$ cat config.mk
export PLATFORM = sky130hd
export DESIGN_NAME = ptw_walker
export DESIGN_NICKNAME = d
export VERILOG_FILES = /design/src/rtl/ptw_pkg.sv /design/src/rtl/ptw_fetch_addr.sv /design/src/rtl/ptw_entry_class.sv /design/src/rtl/ptw_leaf_build.sv /design/src/rtl/ptw_walker.sv
export SDC_FILE = /design/constraint.sdc
export NUM_CORES = 1
export LEC_CHECK = 0
export CAP_MARGIN = 25
export CORE_ASPECT_RATIO = 2
export CORE_MARGIN = 2
export CORE_UTILIZATION = 53
export DETAILED_ROUTE_END_ITERATION = 6
export MAX_ROUTING_LAYER = met4
export PLACE_DENSITY_LB_ADDON = 0.2
export SLEW_MARGIN = 5
export SYNTH_ARGS = -nofsm -noshare
export SYNTH_HDL_FRONTEND = slang
export SYNTH_SLANG_ARGS = --single-unit
$ cat constraint.sdc
create_clock -name clk -period 9.7 [get_ports clk]
set_input_delay 1.455 -clock clk [delete_from_list [all_inputs] [get_ports clk]]
set_output_delay 1.455 -clock clk [all_outputs]
set_load 0.02 [all_outputs]
$ cat src/rtl/ptw_pkg.sv
package ptw_pkg;
   localparam int VA_W    = 32;
   localparam int PA_W    = 36;
   localparam int WORD_W  = 32;
   localparam int LVL_W   = 2;
   localparam int MAX_LVL = 3;
   localparam int PAGE_SH = 12;
   localparam int REF_BIT = 5;
   localparam int MOD_BIT = 6;

   typedef enum logic [1:0] {
      ET_INVALID = 2'd0,
      ET_DIR     = 2'd1,
      ET_LEAF    = 2'd2,
      ET_RSVD    = 2'd3
   } ent_type_e;

   localparam logic [2:0] FT_INVALID = 3'd1;
   localparam logic [2:0] FT_BUS     = 3'd2;
   localparam logic [2:0] FT_UNEXP   = 3'd4;

   typedef enum logic [1:0] {
      S_IDLE  = 2'd0,
      S_READ  = 2'd1,
      S_WRITE = 2'd2,
      S_DONE  = 2'd3
   } walk_state_e;

   // virtual-address index slice consumed by directory level g (1..3)
   function automatic int idx_hi(input int g);
      return (g == 1) ? 31 : ((g == 2) ? 23 : 17);
   endfunction

   function automatic int idx_lo(input int g);
      return (g == 1) ? 24 : ((g == 2) ? 18 : 12);
   endfunction
endpackage

$ cat src/rtl/ptw_fetch_addr.sv
module ptw_fetch_addr
   import ptw_pkg::*;
#(
   parameter int CTX_W = 8,
   parameter int PTR_W = 32
) (
   input  logic [PTR_W-1:0]        ctx_ptr,
   input  logic [CTX_W-1:0]        ctx_num,
   input  logic [VA_W-1:PAGE_SH]   va_hi,
   input  logic [WORD_W-1:2]       dir_ptr,
   input  logic [LVL_W-1:0]        next_lvl,
   output logic [PA_W-1:0]         root_addr,
   output logic [PA_W-1:0]         next_addr
);
   localparam int SLOT_SH = 2;

   logic [PA_W-1:0] idx_off [1:MAX_LVL];
   logic [PA_W-1:0] dir_base;
   logic [PA_W-1:0] sel_off;

   for (genvar g = 1; g <= MAX_LVL; g++) begin : g_idx
      localparam int HI = idx_hi(g);
      localparam int LO = idx_lo(g);
      assign idx_off[g] = PA_W'({va_hi[HI:LO], {SLOT_SH{1'b0}}});
   end

   assign root_addr = {ctx_ptr, 4'b0000} + PA_W'({ctx_num, {SLOT_SH{1'b0}}});
   assign dir_base  = {dir_ptr, 6'b000000};

   always_comb begin
      unique case (next_lvl)
         2'd1:    sel_off = idx_off[1];
         2'd2:    sel_off = idx_off[2];
         2'd3:    sel_off = idx_off[3];
         default: sel_off = '0;
      endcase
   end

   assign next_addr = dir_base + sel_off;
endmodule

$ cat src/rtl/ptw_entry_class.sv
module ptw_entry_class
   import ptw_pkg::*;
(
   input  logic [1:0]       ent_type,
   input  logic [LVL_W-1:0] lvl,
   output logic             go_down,
   output logic             is_leaf,
   output logic             fault,
   output logic [2:0]       ftype
);
   always_comb begin
      go_down = 1'b0;
      is_leaf = 1'b0;
      fault   = 1'b0;
      ftype   = FT_INVALID;
      unique case (ent_type_e'(ent_type))
         ET_INVALID: begin
            fault = 1'b1;
            ftype = FT_INVALID;
         end
         ET_DIR: begin
            if (lvl == LVL_W'(MAX_LVL)) begin
               fault = 1'b1;
               ftype = FT_UNEXP;
            end else begin
               go_down = 1'b1;
            end
         end
         ET_LEAF: begin
            if (lvl == '0) begin
               fault = 1'b1;
               ftype = FT_UNEXP;
            end else begin
               is_leaf = 1'b1;
            end
         end
         default: begin
            fault = 1'b1;
            ftype = FT_UNEXP;
         end
      endcase
   end
endmodule

$ cat src/rtl/ptw_leaf_build.sv
module ptw_leaf_build
   import ptw_pkg::*;
(
   input  logic [WORD_W-1:0]    pte,
   input  logic [LVL_W-1:0]     lvl,
   input  logic [idx_lo(1)-1:0] va_lo,
   input  logic                 is_write,
   output logic [PA_W-1:0]      leaf_pa,
   output logic                 need_wb,
   output logic [WORD_W-1:0]    wb_word
);
   logic [PA_W-1:0] page_ofs [1:MAX_LVL];
   logic [PA_W-1:0] sel_ofs;
   logic [PA_W-1:0] page_base;

   // offset width grows with page size: bits below the level's index slice
   for (genvar g = 1; g <= MAX_LVL; g++) begin : g_ofs
      localparam int OHI = idx_lo(g) - 1;
      assign page_ofs[g] = PA_W'(va_lo[OHI:0]);
   end

   always_comb begin
      unique case (lvl)
         2'd1:    sel_ofs = page_ofs[1];
         2'd2:    sel_ofs = page_ofs[2];
         2'd3:    sel_ofs = page_ofs[3];
         default: sel_ofs = '0;
      endcase
   end

   assign page_base = {pte[WORD_W-1:8], {PAGE_SH{1'b0}}};
   assign leaf_pa   = page_base + sel_ofs;

   always_comb begin
      need_wb = !pte[REF_BIT] || (is_write && !pte[MOD_BIT]);
      wb_word = pte;
      wb_word[REF_BIT] = 1'b1;
      if (is_write) wb_word[MOD_BIT] = 1'b1;
   end
endmodule

$ cat src/rtl/ptw_walker.sv
module ptw_walker
   import ptw_pkg::*;
#(
   parameter int              CTX_W       = 8,
   parameter int              PTR_W       = 32,
   parameter int              ERR_W       = 12,
   parameter int              BOOT_OFS_W  = 19,
   parameter logic [35:0]     BOOT_BASE   = 36'hF_F000_0000
) (
   input  logic                clk,
   input  logic                rst_n,
   input  logic                start,
   input  logic [31:0]         va,
   input  logic                is_write,
   input  logic                is_fetch,
   input  logic                xlat_en,
   input  logic                boot_mode,
   input  logic [PTR_W-1:0]    ctx_ptr,
   input  logic [CTX_W-1:0]    ctx_num,
   output logic                busy,
   output logic                done,
   output logic [ERR_W-1:0]    err_code,
   output logic [35:0]         pa,
   output logic [31:0]         leaf_pte,
   output logic [1:0]          leaf_level,
   output logic                mem_req,
   output logic                mem_we,
   output logic [35:0]         mem_addr,
   output logic [31:0]         mem_wdata,
   input  logic                mem_ack,
   input  logic [31:0]         mem_rdata,
   input  logic                mem_err
);
   // elaboration-time parameter checks
   if (PTR_W + 4 != PA_W) begin : g_bad_ptr
      $error("PTR_W must be PA_W-4");
   end
   if (ERR_W < 10) begin : g_bad_err
      $error("ERR_W must hold level and type fields");
   end
   if (BOOT_OFS_W >= VA_W) begin : g_bad_boot_w
      $error("BOOT_OFS_W too wide");
   end
   if (BOOT_BASE[BOOT_OFS_W-1:0] != '0) begin : g_bad_boot_base
      $error("BOOT_BASE must be aligned to the boot window");
   end

   walk_state_e          state;
   logic [LVL_W-1:0]     lvl_q;
   logic [VA_W-1:0]      va_q;
   logic                 wr_q;
   logic [PA_W-1:0]      addr_q;
   logic [WORD_W-1:0]    wdata_q;
   logic [ERR_W-1:0]     err_q;
   logic [PA_W-1:0]      pa_q;
   logic [WORD_W-1:0]    pte_q;
   logic [LVL_W-1:0]     lvl_out_q;

   logic [PA_W-1:0]      root_addr, next_addr, leaf_pa, pass_pa;
   logic                 go_down, is_leaf, fault, need_wb;
   logic [2:0]           ftype;
   logic [WORD_W-1:0]    wb_word;
   logic [LVL_W-1:0]     lvl_inc;

   assign lvl_inc = lvl_q + LVL_W'(1);

   ptw_fetch_addr #(.CTX_W(CTX_W), .PTR_W(PTR_W)) u_addr (
      .ctx_ptr   (ctx_ptr),
      .ctx_num   (ctx_num),
      .va_hi     (va_q[VA_W-1:PAGE_SH]),
      .dir_ptr   (mem_rdata[WORD_W-1:2]),
      .next_lvl  (lvl_inc),
      .root_addr (root_addr),
      .next_addr (next_addr)
   );

   ptw_entry_class u_class (
      .ent_type (mem_rdata[1:0]),
      .lvl      (lvl_q),
      .go_down  (go_down),
      .is_leaf  (is_leaf),
      .fault    (fault),
      .ftype    (ftype)
   );

   ptw_leaf_build u_leaf (
      .pte      (mem_rdata),
      .lvl      (lvl_q),
      .va_lo    (va_q[idx_lo(1)-1:0]),
      .is_write (wr_q),
      .leaf_pa  (leaf_pa),
      .need_wb  (need_wb),
      .wb_word  (wb_word)
   );

   // pass-through path: boot window for fetches in boot mode
   generate
      if (BOOT_OFS_W > 0) begin : g_boot
         assign pass_pa = (boot_mode && is_fetch)
                        ? (BOOT_BASE | PA_W'(va[BOOT_OFS_W-1:0]))
                        : PA_W'(va);
      end else begin : g_noboot
         assign pass_pa = PA_W'(va);
      end
   endgenerate

   function automatic logic [ERR_W-1:0] pack_err(input logic [LVL_W-1:0] l,
                                                input logic [2:0] t);
      return ERR_W'({l, 8'h00}) | ERR_W'({t, 2'b00});
   endfunction

   always_ff @(posedge clk or negedge rst_n) begin
      if (!rst_n) begin
         state     <= S_IDLE;
         lvl_q     <= '0;
         va_q      <= '0;
         wr_q      <= 1'b0;
         addr_q    <= '0;
         wdata_q   <= '0;
         err_q     <= '0;
         pa_q      <= '0;
         pte_q     <= '0;
         lvl_out_q <= '0;
      end else begin
         unique case (state)
            S_IDLE: begin
               if (start) begin
                  va_q <= va;
                  wr_q <= is_write;
                  if (!xlat_en) begin
                     pa_q      <= pass_pa;
                     err_q     <= '0;
                     pte_q     <= '0;
                     lvl_out_q <= '0;
                     state     <= S_DONE;
                  end else begin
                     addr_q <= root_addr;
                     lvl_q  <= '0;
                     state  <= S_READ;
                  end
               end
            end
            S_READ: begin
               if (mem_ack) begin
                  if (mem_err || fault) begin
                     err_q     <= pack_err(lvl_q, mem_err ? FT_BUS : ftype);
                     pa_q      <= '0;
                     pte_q     <= '0;
                     lvl_out_q <= lvl_q;
                     state     <= S_DONE;
                  end else if (go_down) begin
                     lvl_q  <= lvl_inc;
                     addr_q <= next_addr;
                  end else if (is_leaf) begin
                     err_q     <= '0;
                     pa_q      <= leaf_pa;
                     lvl_out_q <= lvl_q;
                     pte_q     <= need_wb ? wb_word : mem_rdata;
                     wdata_q   <= wb_word;
                     state     <= need_wb ? S_WRITE : S_DONE;
                  end
               end
            end
            S_WRITE: begin
               if (mem_ack) begin
                  if (mem_err) begin
                     err_q <= pack_err(lvl_q, FT_BUS);
                     pa_q  <= '0;
                     pte_q <= '0;
                  end
                  state <= S_DONE;
               end
            end
            default: state <= S_IDLE;
         endcase
      end
   end

   assign busy       = (state != S_IDLE);
   assign done       = (state == S_DONE);
   assign mem_req    = (state == S_READ) || (state == S_WRITE);
   assign mem_we     = (state == S_WRITE);
   assign mem_addr   = addr_q;
   assign mem_wdata  = wdata_q;
   assign err_code   = err_q;
   assign pa         = pa_q;
   assign leaf_pte   = pte_q;
   assign leaf_level = lvl_out_q;

   // completion only inside a walk, as a single pulse
   a_r9_done_in_busy: assert property (@(posedge clk) disable iff (!rst_n)
      done |-> busy);
   a_r9_done_pulse: assert property (@(posedge clk) disable iff (!rst_n)
      done |=> !done);
   a_r9_req_in_walk: assert property (@(posedge clk) disable iff (!rst_n)
      mem_req |-> (busy && !done));
   // write-back carries the referenced bit and targets the fetched word
   a_r6_wb_ref_set: assert property (@(posedge clk) disable iff (!rst_n)
      (mem_req && mem_we) |-> mem_wdata[REF_BIT]);
   a_r6_wb_same_addr: assert property (@(posedge clk) disable iff (!rst_n)
      $rose(mem_we) |-> $stable(mem_addr));
   // packed code has no stray bits; a fault reports no address
   a_r5_err_shape: assert property (@(posedge clk) disable iff (!rst_n)
      done |-> (err_code[1:0] == 2'b00 && err_code[ERR_W-1:10] == '0));
   a_r5_err_no_pa: assert property (@(posedge clk) disable iff (!rst_n)
      (done && err_code != '0) |-> (pa == '0 && leaf_pte == '0));
endmodule

==> impl_summary.md, run 1 <==
Status
The flow ran to the end, and the final reports show no timing, DRC or antenna violations.

Worst setup path
The worst setup path is of the input port to register kind. STA classifies the critical path endpoint as a register. The critical path's slowest cell is clkdlybuf4s50_1.

The cell family contributing the most delay on the critical path is compound AO/OA/AOI/OAI gates. The startpoint type of the worst setup path is an input port. The count of buffering cells on the critical path with inverters included is 2. The startpoint identified for the worst register-to-register timing path is lvl_q[0]. The largest fanout on the critical path is 6. The critical path arrival is 4.73 ns.

The most critical setup path has its startpoint at mem_rdata[8]. The peak per-stage delay on the critical path is 0.65 ns. For the worst setup path, the data required time is 10.06 ns. Walking the worst path, the cells encountered are clkdlybuf4s50_1 -> ha_1 -> inv_1 -> fa_1 -> nand2b_1 -> a21oi_1 -> o2111ai_1 -> a211oi_1 -> o21bai_1 -> xor2_1 -> a31oi_1.

Power and ir drop
The leakage power of the design is 5.815 nW. The worst-case IR drop observed on VDD is 0.0002602 V. The power density over the cells is 305.8 nW/um^2.

Hold path
The worst hold path begins at err_code[9]. The min-delay analysis places its worst path in the category register to register.

Synth
Averaged over all synthesized cells, the footprint is 9.597 sq um. After synthesis, the share of flip-flops with an asynchronous set or reset is 100.0%. The compound-cell area share of the yosys netlist is 14.84%.

The synthesized netlist occupies a cell area of 9808 sq um. Of the post-synthesis cell area, the dominant cell type holds 45.41%. The number of synthesized flops with an enable pin is 0.

The xor-xnor portion of the synthesized cell area is 6.072%. The sequential-to-total area share from yosys stat is 45.41%. After synthesis the netlist holds a flip-flop and latch count of 178. The cell count after synthesis is 1022. By area the synthesized netlist is led by dfrtp_1, nand2_1, ha_1. After synthesis, the netlist uses 65 different library cells. By instance count, the leading cell after synthesis is dfrtp_1. Of the post-synthesis cell area, the part taken by muxes is 7.220%. After synthesis, the largest family of logic cells by area is simple AND/OR/NAND/NOR gates. The number of warnings reported in the yosys synthesis log is 0. After Yosys synthesis, full adders, half adders and majority gates account for 5.205% of the synthesized area.

The simple-gate share of the synthesized area is 17.36%. By count the netlist is led by dfrtp_1, nand2_1, nor2_1. The commonest register cell after synthesis is dfrtp_1. The library cell with the largest summed area after synthesis is dfrtp_1.

Timing
Setup repair after global routing left no endpoint under its margin. The post-route clock period utilization is 45.10%. The final-report hold violation count is 0. The worst clock skew on the final layout is 0.007628 ns. The final-report setup violation count is 0. The total negative slack for setup checks is 0 ns. The final critical path time including I/O delays and setup is 4.375 ns. The worst pin sits at a relative slew slack of 38.84%. The final count of pins violating max slew is 0.

The slew of the pin with the lowest slew margin is 0.9174 ns. The highest achievable clock rate is 228.6 MHz.

Floorplanning
Once the floorplan was initialized, standard cells occupied 53.84% of the core. The die is 100.2 um wide. The initialized floorplan defines 70 standard-cell rows.

After floorplanning, the core was sized to cover 18220 sq um. The floorplan die height is 196.4 um. The floorplan step defined a die boundary enclosing 19680 sq um. The number of top-level design ports is 267.

Global route
The number of global-route vias before repair was 9053. In the global route stage, overall resource usage came out at 33.89%. The initial antenna violation count is 0. The global-route wire length before repair is 49550 um. The total global routing overflow is 0. The maximum number of pins on one net before global-route repair is 105.

Clocking
Once the clock tree was built, the setup fixing pass inserted 0 buffers. The count of hold-fix buffers inserted at cts is 0. The CTS tree is yes. The maximum level of the CTS H-tree is 4. The number of clock buffers inserted by TritonCTS is 17. The later pin in the worst-skew pair is clocked with a latency of 0.44 ns. The number of gates resized after CTS was 0. Counting every sink on the clock net gives 178. The clock edge transition at the registers on the reported setup and hold paths is 0.06 ns. The clock passes through at most 2 buffers. In this run the clock root is driven by a clkbuf_16.

Detailed routing
The per-cell via count in the routed design is 5.969. The detail route stage leaves a number of antenna-violating nets equal to 0. In this run, the number of DRC markers left after iteration 0 of detailed routing was 580. The total length of routed wires is 32340 um.

The detail-routed net length per standard cell is 21.76 um. The total iterations of the first detailed-routing run is 5. Detailed routing inserted a total of 8870 vias. For this run, design rule violations remaining after detail routing come to 0.

Final layout
The repair_antennas step left the layout with diodes totalling 0. The layout-stage area growth over the synthesis result is 34.21%. The final instance area is 13160 sq um.

The final cell utilization of the core is 72.26%. The layout cell share with drive strength beyond 1 is 7.087%. For this run, the post-layout net count is 1409.

Placement
The post-DP HPWL is 24250 um. Once placement finished, the instance area stood at 12490 sq um. Port buffering added 257 buffers. At the end of routability-driven placement, the weighted congestion stood at 0.9811.

Run
The max capacitance violation total is 0.
routing by layer:
metal / global-route usage (%) / vias up / part of all wire [%]
li1: - / 4072 / -
met1: 36.07 / 4304 / 35
met2: 60.33 / 389 / 54
met3: 4.929 / 105 / 5.4
met4: 16.69 / 0 / 5.2
met5: - / - / 0
worst paths after layout:
path | depth (start not counted) | slack [ns] | end
max in group asynchronous | 4 | 7.46 | err_code[4]
worst min-delay path | 2 | 0.47 | err_code[9]
worst min register to register | 2 | 0.47 | err_code[9]
worst max register to register | 15 | 5.45 | pa[30]
worst max-delay path | 11 | 5.33 | pa[30]
min in group asynchronous | 1 | 0.92 | pa[11]
cells in the final DEF, fill, tap and decap left out, types with 6 or more instances in the layout:
| master | instances |
|---|---|
| nor2_1 | 84 |
| clkbuf_16 | 17 |
| a221oi_1 | 27 |
| a21oi_1 | 38 |
| o21ai_1 | 27 |
| o21ai_0 | 31 |
| nand4_1 | 10 |
| a211oi_1 | 9 |
| xor2_1 | 29 |
| clkdlybuf4s50_1 | 256 |
| xnor2_1 | 39 |
| inv_1 | 26 |
| a21o_1 | 8 |
| a22oi_1 | 14 |
| buf_4 | 10 |
| dfrtp_1 | 178 |
| nand3_1 | 54 |
| and2_1 | 13 |
| mux2_1 | 30 |
| nor3_1 | 13 |
| o221ai_1 | 13 |
| and3_1 | 20 |
| ha_1 | 36 |
| conb_1 | 9 |
| mux2_2 | 32 |
| o21a_1 | 8 |
| nand2b_1 | 10 |
| o211ai_1 | 6 |
| nand2_1 | 144 |
power by group:
part	total [W]	internal [W]	switching, W
clock network	0.000708	0.000409	0.000300
logic	0.00210	0.000858	0.00124
registers	0.00122	0.00103	0.000188
sequential cells by signal (all words and copies together), names as in the netlist:
signal      flops
err_code        5
leaf_level      2
leaf_pte       32
lvl_q           2
mem_addr       34
mem_wdata      32
pa             36
state           2
va_q           32
wr_q            1
final cells by class:
type,instances,area [sq um]
Clock buffer,21,480.5
Clock inverter,11,126.4
Fill cell,1403,5054
Inverter,27,101.3
Multi-Input combinational cell,764,5027
Sequential cell,178,4454
Tap cell,216,270.3
Timing Repair Buffer,269,2704
metrics by stage:
| step | hold slack (ns) | std cells | total power, W | worst slack [ns] |
|---|---|---|---|---|
| 6_report | 0.4672 | 1486 | 0.004026 | 5.325 |
| 5_1_grt | 0.4949 | 1486 | 0.004247 | 5.119 |
| 4_1_cts | 0.4705 | 1483 | 0.004020 | 5.406 |
| 3_5_place_dp | 0.4553 | 1451 | 0.003305 | 4.944 |
| 3_3_place_gp | 0.4484 | 1451 | 0.003262 | 5.034 |
| 2_1_floorplan | 0.4706 | 1030 | 0.002431 | 6.110 |
cells by family after synthesis:
group / after synthesis
other cells: 1
buf+inv: 88
mux: 63
flops: 178
xor+xnor: 68
simple gates: 369
fa+ha+maj: 39
compound gates: 216
tightest hold or removal path, cell delays in order (launching register included):
cell	delay [ns]
dfrtp_1	0.34
nand2_1	0.05
nand2_1	0.04
(Power assumes the default switching activity.)
==> run 2, diff against run 1 <==
Settings changed: CORE_UTILIZATION 53 to 44.
Clock period 9.7 ns to 3.9 ns, I/O delays scaled along.
==> run 2 against run 1 <==
  * Worst hold slack got worse by 0.28 ns
  * Cell area is 1.7% higher
  * Core utilization down 11 points
  * Critical path type is now register to register
  * First-iteration DRC count is 26% lower
  * Critical endpoint is now mem_addr[30]
==> impl_summary.md, run 2 (same netlist as run 1, synthesis figures left out) <==
Status
The run finished with clean final reports.

Detailed routing
After detailed routing, the number of remaining DRC violations is 0. Before antenna repair, the detailed router went through 5 iterations. The per-cell via count in the routed design is 5.610. In this run, the number of DRC markers left after iteration 0 of detailed routing was 431.

The count of nets left with antenna violations once routing finished came out at 0. The final layout contains routed wiring with a total length of 32600 um. Across all layers, the routed design uses 8785 vias. Dividing the detail-routed wire length by the instance count gives 20.82 um.

Clocking
In this run the number of H-tree levels came out at 4. The number of sinks driven by the clock tree is 178. CTS placed an instance of clkbuf_16 at the clock tree root. The clock latency on the worst-skew pair is 0.44 ns.

In this run the post-CTS setup repair buffer count came out at 0. Clock-pin slew was measured on the worst setup and hold paths at 0.07 ns. The number of clock buffers inserted by TritonCTS is 17.

The CTS tree is yes. The worst-case clock buffer depth is 2. The count of hold-fix buffers inserted at cts is 0.

Power and ir drop
The leakage power of the design is 5.895 nW. Across the VDD grid, the largest voltage drop is 0.0005660 V. The power density over the cells is 760.8 nW/um^2.

Timing
The final-report hold violation count is 0. The worst relative slew slack is 39.63%. The total negative slack for setup checks is 0 ns.

Setup violations remaining at the end of the flow were counted as 0. For the pin with the worst max-slew slack, the measured transition is 0.9034 ns. The post-route clock period utilization is 92.08%. The final count of pins violating max slew is 0. Setup repair after global routing left no endpoint under its margin. For this run, the top clock speed supported by timing is 278.5 MHz. Subtracting the final worst setup slack from the clock period gives 3.591 ns.

Between clock sinks in the finished design, the worst skew comes to 0.008820 ns.

Worst setup path
The type of the worst setup path is register to register. The startpoint type of the worst setup path is a register. The required time at the endpoint of the critical path is 4.25 ns. The critical path arrival is 3.94 ns. Along the worst path, the maximum fanout reaches 8. The sort of element at the end of the critical path is a register.

Global route
The overall fraction of global-route tracks in use is 29.23%. The first global-routing pass estimated 50340 um of wire. The number of global-route vias before repair was 9201. The total global routing overflow is 0. The initial antenna violation count is 1. The maximum number of pins on one net before global-route repair is 83.

Floorplanning
In this run the horizontal extent of the chip is 109.6 um. The number of top-level design ports is 267. The floorplan die area is 23570 sq um. In this run the standard cell core region covers 21970 sq um. The floorplan row count is 77.

In this run the vertical extent of the chip is 215.1 um. For this configuration, the core starts out at a cell density of 44.65%.

Final layout
The layout cell share with drive strength beyond 1 is 8.534%. At the end of the flow, the number of nets in the layout was 1428. The top cell types in the final layout, fill and taps aside, are clkdlybuf4s50_1, dfrtp_1, nand2_1. The leading cell type in the layout, fill and taps excluded is clkdlybuf4s50_1. After routing the design area is 13380 sq um.

Fill cells in the final layout number 1945. The number of flip-flops in the largest register is 36. The layout-stage area growth over the synthesis result is 36.45%.

Placement
Input and output buffers added on the ports amount to 257. In this run the cell area measured after placement is 12760 sq um. The HPWL after detailed placement is 24850 um. At the end of routability-driven placement, the weighted congestion stood at 0.9775.

Run
The tool flagged a number of max-cap violations equal to 0.

Hold path
The path class of the tightest hold or removal check is input port to async pin.
run 2: power by group:
part	leakage, nW	internal, W	switching (W)
Sequential	2.28	0.00256	0.000458
Clock	0.293	0.00106	0.000737
Combinational	3.33	0.00223	0.00313
Total	5.89	0.00585	0.00433
run 2: final timing paths:
check                           slack, ns      endpoint   startpoint  cells after the start
worst max-delay path                 0.31  mem_addr[30]     lvl_q[1]                     15
worst min-delay path                 0.19        pa[11]        rst_n                      1
worst max register to register       0.31  mem_addr[30]     lvl_q[1]                     15
worst min register to register       0.47   leaf_pte[9]  leaf_pte[9]                      2
max in group asynchronous            2.80      va_q[28]        rst_n                      2
min in group clk                     0.47   leaf_pte[9]  leaf_pte[9]                      2
run 2: worst max-delay path, cell delays in order (launching register included):
cell,delay (ns)
dfrtp_1,0.47
inv_1,0.15
ha_2,0.26
and2_1,0.21
a221oi_1,0.09
nor2_1,0.22
ha_1,0.28
fa_1,0.24
a21o_1,0.13
a21oi_1,0.06
buf_4,0.17
or4_4,0.54
nor2_1,0.14
xor2_1,0.31
a22oi_1,0.12
o21ai_1,0.11
run 2: through the flow:
stage               total power [W]  setup WS [ns]  util (%)  hold WS, ns  std cells
floorplan                  0.006046         0.4640         -       0.2894       1030
global placement           0.008297         0.3656     58.10       0.4477       1533
detailed placement         0.008408         0.2293     58.10       0.4545       1533
CTS                         0.01023         0.2272     60.86       0.2135       1565
global route                0.01078        0.07843     60.93       0.2258       1566
finish                      0.01018         0.3090     60.93       0.1867       1566
run 2: what timing repair did:
action | 4_1_cts | 5_1_grt
gates resized for setup | 0 | 4
endpoints found under the setup margin | 0 | 5
hold endpoints to repair | 0 | 0
run 2: routing by layer:
layer / share of wire (%) / GRT usage [%]
met1: 36 / 30.60
met2: 55 / 52.41
met3: 4.8 / 5.126
met4: 4.2 / 12.32
met5: 0 / -
run 2: cell type report:
type / instances / area [sq um] / share of cell area (%)
Clock buffer: 23 / 478.0 / 3.571
Timing Repair Buffer: 288 / 2834 / 21.18
Multi-Input combinational cell: 764 / 5039 / 37.65
Antenna cell: 1 / 2.502 / 0.01870
Sequential cell: 178 / 4454 / 33.28
Tap cell: 276 / 345.3 / 2.580
Clock inverter: 9 / 128.9 / 0.9630
Inverter: 27 / 101.3 / 0.7573
==> run 3, diff against run 2 <==
Settings changed: CORE_ASPECT_RATIO 2 to 0.5, GPL_ROUTABILITY_DRIVEN from default to 0, TNS_END_PERCENT from default to 20.
==> run 3 against run 2 <==
  * Total power decreased by 1.9%
  * Global-route usage rose by 0.12 points
  * Non-clock buffer count fell by 2
  * Fmax is 3.5% lower
  * Sequential share of layout area is 0.087 points higher
  * Cell count up 1.4%
  * Via count rose by 2.6%
  * Routed wire length increased by 1.0%
  * Combinational power about the same
  * Critical path depth stayed put
  * Largest cell class unchanged
  * Largest power group unchanged
==> impl_summary.md, run 3 (same netlist as run 1, synthesis figures left out) <==
Status
The run finished with clean final reports.

Placement
The number of placed instances, taps included, is 1555. The post-DP HPWL is 24920 um. The number of I/O port buffers is 257.

Power and ir drop
The clock network is responsible for 16.1% of the overall power. Combinational cells account for 53.6% of the total power. The power density over the cells is 748.6 nW/um^2. Internal power comes to 0.005615 W. The leakage power of the design is 5.842 nW. The analysis attributes to net switching a power of 0.004377 W. The switching share of total power is 43.80%.

The maximum ir drop on the vdd rail is 0.0004260 V. The share of total power dissipated in sequential elements is 30.3%.

Final layout
The final cell utilization of the core is 61.30%. The layout-stage area growth over the synthesis result is 36.09%. Summing all multi-input logic gate instances after layout gives 5036 sq um. In the layout the commonest cells are clkdlybuf4s50_1, dfrtp_1, nand2_1. The layout cell share with drive strength beyond 1 is 8.398%. The number of nets at the end of the flow is 1426. The footprint of the flip-flops and latches is 4454 sq um.

The register with the most flip-flops in the layout has 36 of them. After filler insertion, the fill cell instance count of the layout stands at 1897. Leaving out fill and tap cells, the most frequent cell in the layout is clkdlybuf4s50_1. The count of cells in the finished layout, fillers not included, comes to 1588.

Worst setup path
The critical path is of the register to register type. The number of cells on the worst reg-to-reg path is 15. The peak per-stage delay on the critical path is 0.46 ns. The cell depth of the worst setup path is 15.

The largest fanout on the critical path is 8. Data on the critical path is required at its endpoint by 4.20 ns. The capturing point of the worst reg2reg path is mem_addr[34].

The top cell family by delay on the critical path is compound AO/OA/AOI/OAI gates. At the worst endpoint, the arrival time is 4.03 ns. In this run the register-to-register setup slack is 0.18 ns. The count of buffering cells on the critical path with inverters included is 2. The sort of element at the end of the critical path is a register. The signal on the critical path passes through inv_1 -> ha_1 -> and2_1 -> a221oi_1 -> nor2_1 -> ha_1 -> fa_1 -> a21o_1 -> a21oi_1 -> buf_4 -> or4_4 -> nor3_4 -> xnor2_1 -> a2bb2oi_1 -> o21ai_2. In this run the worst setup path terminates at mem_addr[34].

In this run the worst setup path begins at lvl_q[1]. The origin of the critical flop-to-flop path is lvl_q[1]. The worst setup path is launched from a register.

The slowest stage of the critical path is the dfrtp_1 cell. Among the stages of the critical path, the cell type that occurs most often is ha_1.

Detailed routing
The detailed router used layers up to and including met4. The sum of met2 wire segment lengths after detailed routing is 14960 um. The per-cell via count in the routed design is 5.678. The via total after detailed routing is 9017.

The first detailed-routing pass ran for 6 iterations. The routed design uses 2816 um of met3 wire. The detailed router put a total of 14620 um of wire on met1. The number of DRC markers in iteration 0 is 944. In this run the remaining antenna-violating nets after routing total 0.

Dividing the detail-routed wire length by the instance count gives 20.74 um. The post-route DRC violation count is 0. The total length of routed wires is 32930 um.

Timing
Setup total negative slack on the finished layout was measured at 0 ns. The final count of pins violating max slew is 0. The highest achievable clock rate is 268.6 MHz.

For the finished layout, the period the worst path requires is 3.722 ns. The worst clock skew on the final layout is 0.01107 ns. The slew of the pin with the lowest slew margin is 0.8927 ns. The post-route clock period utilization is 95.45%. In this run the tightest slew margin relative to its limit is 40.34%.

The final-report hold violation count came to 0. The final-report setup violation count is 0. Setup repair after global routing left no endpoint under its margin.

Global route
Global routing consumed, over all layers together, 29.35% of the routing resources. The number of global-route vias before repair is 8765. The total overflow left after global routing is 0. The initial antenna violation count is 2.

The first global-routing pass estimated 51030 um of wire. Entering global routing, the biggest net connects 90 pins.

Clocking
The worst-case clock buffer depth is 2. The clock latency on the worst-skew pair is 0.45 ns. Clock tree synthesis selected as its root buffer the cell clkbuf_16.

The clock tree synthesis step divided the H-tree into 4 levels. The clock edge transition at the registers on the reported setup and hold paths is 0.07 ns. TritonCTS built the clock tree. CTS saw 178 sinks. Counting the buffers created by CTS gives 17.

The count of hold-fix buffers inserted at cts is 0. In this run the post-CTS setup repair buffer count came out at 0. The number of resized instances in the post-cts repair step is 0.

Floorplanning
The horizontal die dimension is 215.1 um. The floorplan die area is 23570 sq um. The core region is 21780 sq um. The die is 109.6 um tall. The initialized floorplan defines 38 standard-cell rows.

The effective utilization at floorplan is 45.04%. The number of top-level design ports is 267.

Hold path
The class of the most critical hold timing path is input port to async pin.

Run
Across the run, the number of max-cap violations was 0.
==> run 3: cell types whose count changed in the layout (fill, tap and decap cells not counted), moves of 2 or more <==
cell        change
clkinvlp_4      +4
clkinv_2        -2
clkbuf_1        -2
buf_4           -4
clkbuf_8        -4
buf_12          +2
bufinv_16       -3
inv_6           +3
==> run 3: power by group through the flow <==
stage / clock network (W) / registers, W / logic (W)
finish: 0.00161 / 0.00302 / 0.00536
global route: 0.00173 / 0.00310 / 0.00580
CTS: 0.00163 / 0.00302 / 0.00533
detailed placement: 0 / 0.00305 / 0.00530
global placement: 0 / 0.00303 / 0.00522
floorplan: 0 / 0.00351 / 0.00253
==> run 3: how the worst min path moves through the flow <==
stage / start / end / cells after the start
floorplan: rst_n / err_code[2] / 0
global placement: leaf_pte[11] / leaf_pte[11] / 2
detailed placement: leaf_pte[19] / leaf_pte[19] / 2
CTS: rst_n / va_q[11] / 1
global route: rst_n / pa[10] / 1
finish: rst_n / va_q[11] / 1
==> run 3: final cells by class <==
class,instances,area share [%]
multi-input cells,764,37.73
flip-flops and latches,178,33.37
repair buffers,286,21.29
clock buffers,18,3.215
well taps,300,2.812
clock inverters,13,0.7874
inverters,27,0.7593
diodes,2,0.03750
==> run 3: layer usage <==
layer  vias to the layer above  track usage (%)
met5                         -                -
met4                         0            7.094
met3                        40            8.520
met2                       393            44.17
met1                      4464            39.34
li1                       4120                -
==> run 3: through the flow <==
step	setup slack, ns	hold slack, ns	instance area [sq um]	total power (W)
6_report	0.1775	0.2025	13350	0.009993
5_1_grt	0.02688	0.2839	13350	0.01064
4_1_cts	0.2060	0.2533	13330	0.009980
3_5_place_dp	0.2373	0.4545	12800	0.008348
3_3_place_gp	0.3647	0.4486	12800	0.008248
2_1_floorplan	0.4640	0.2894	9838	0.006046
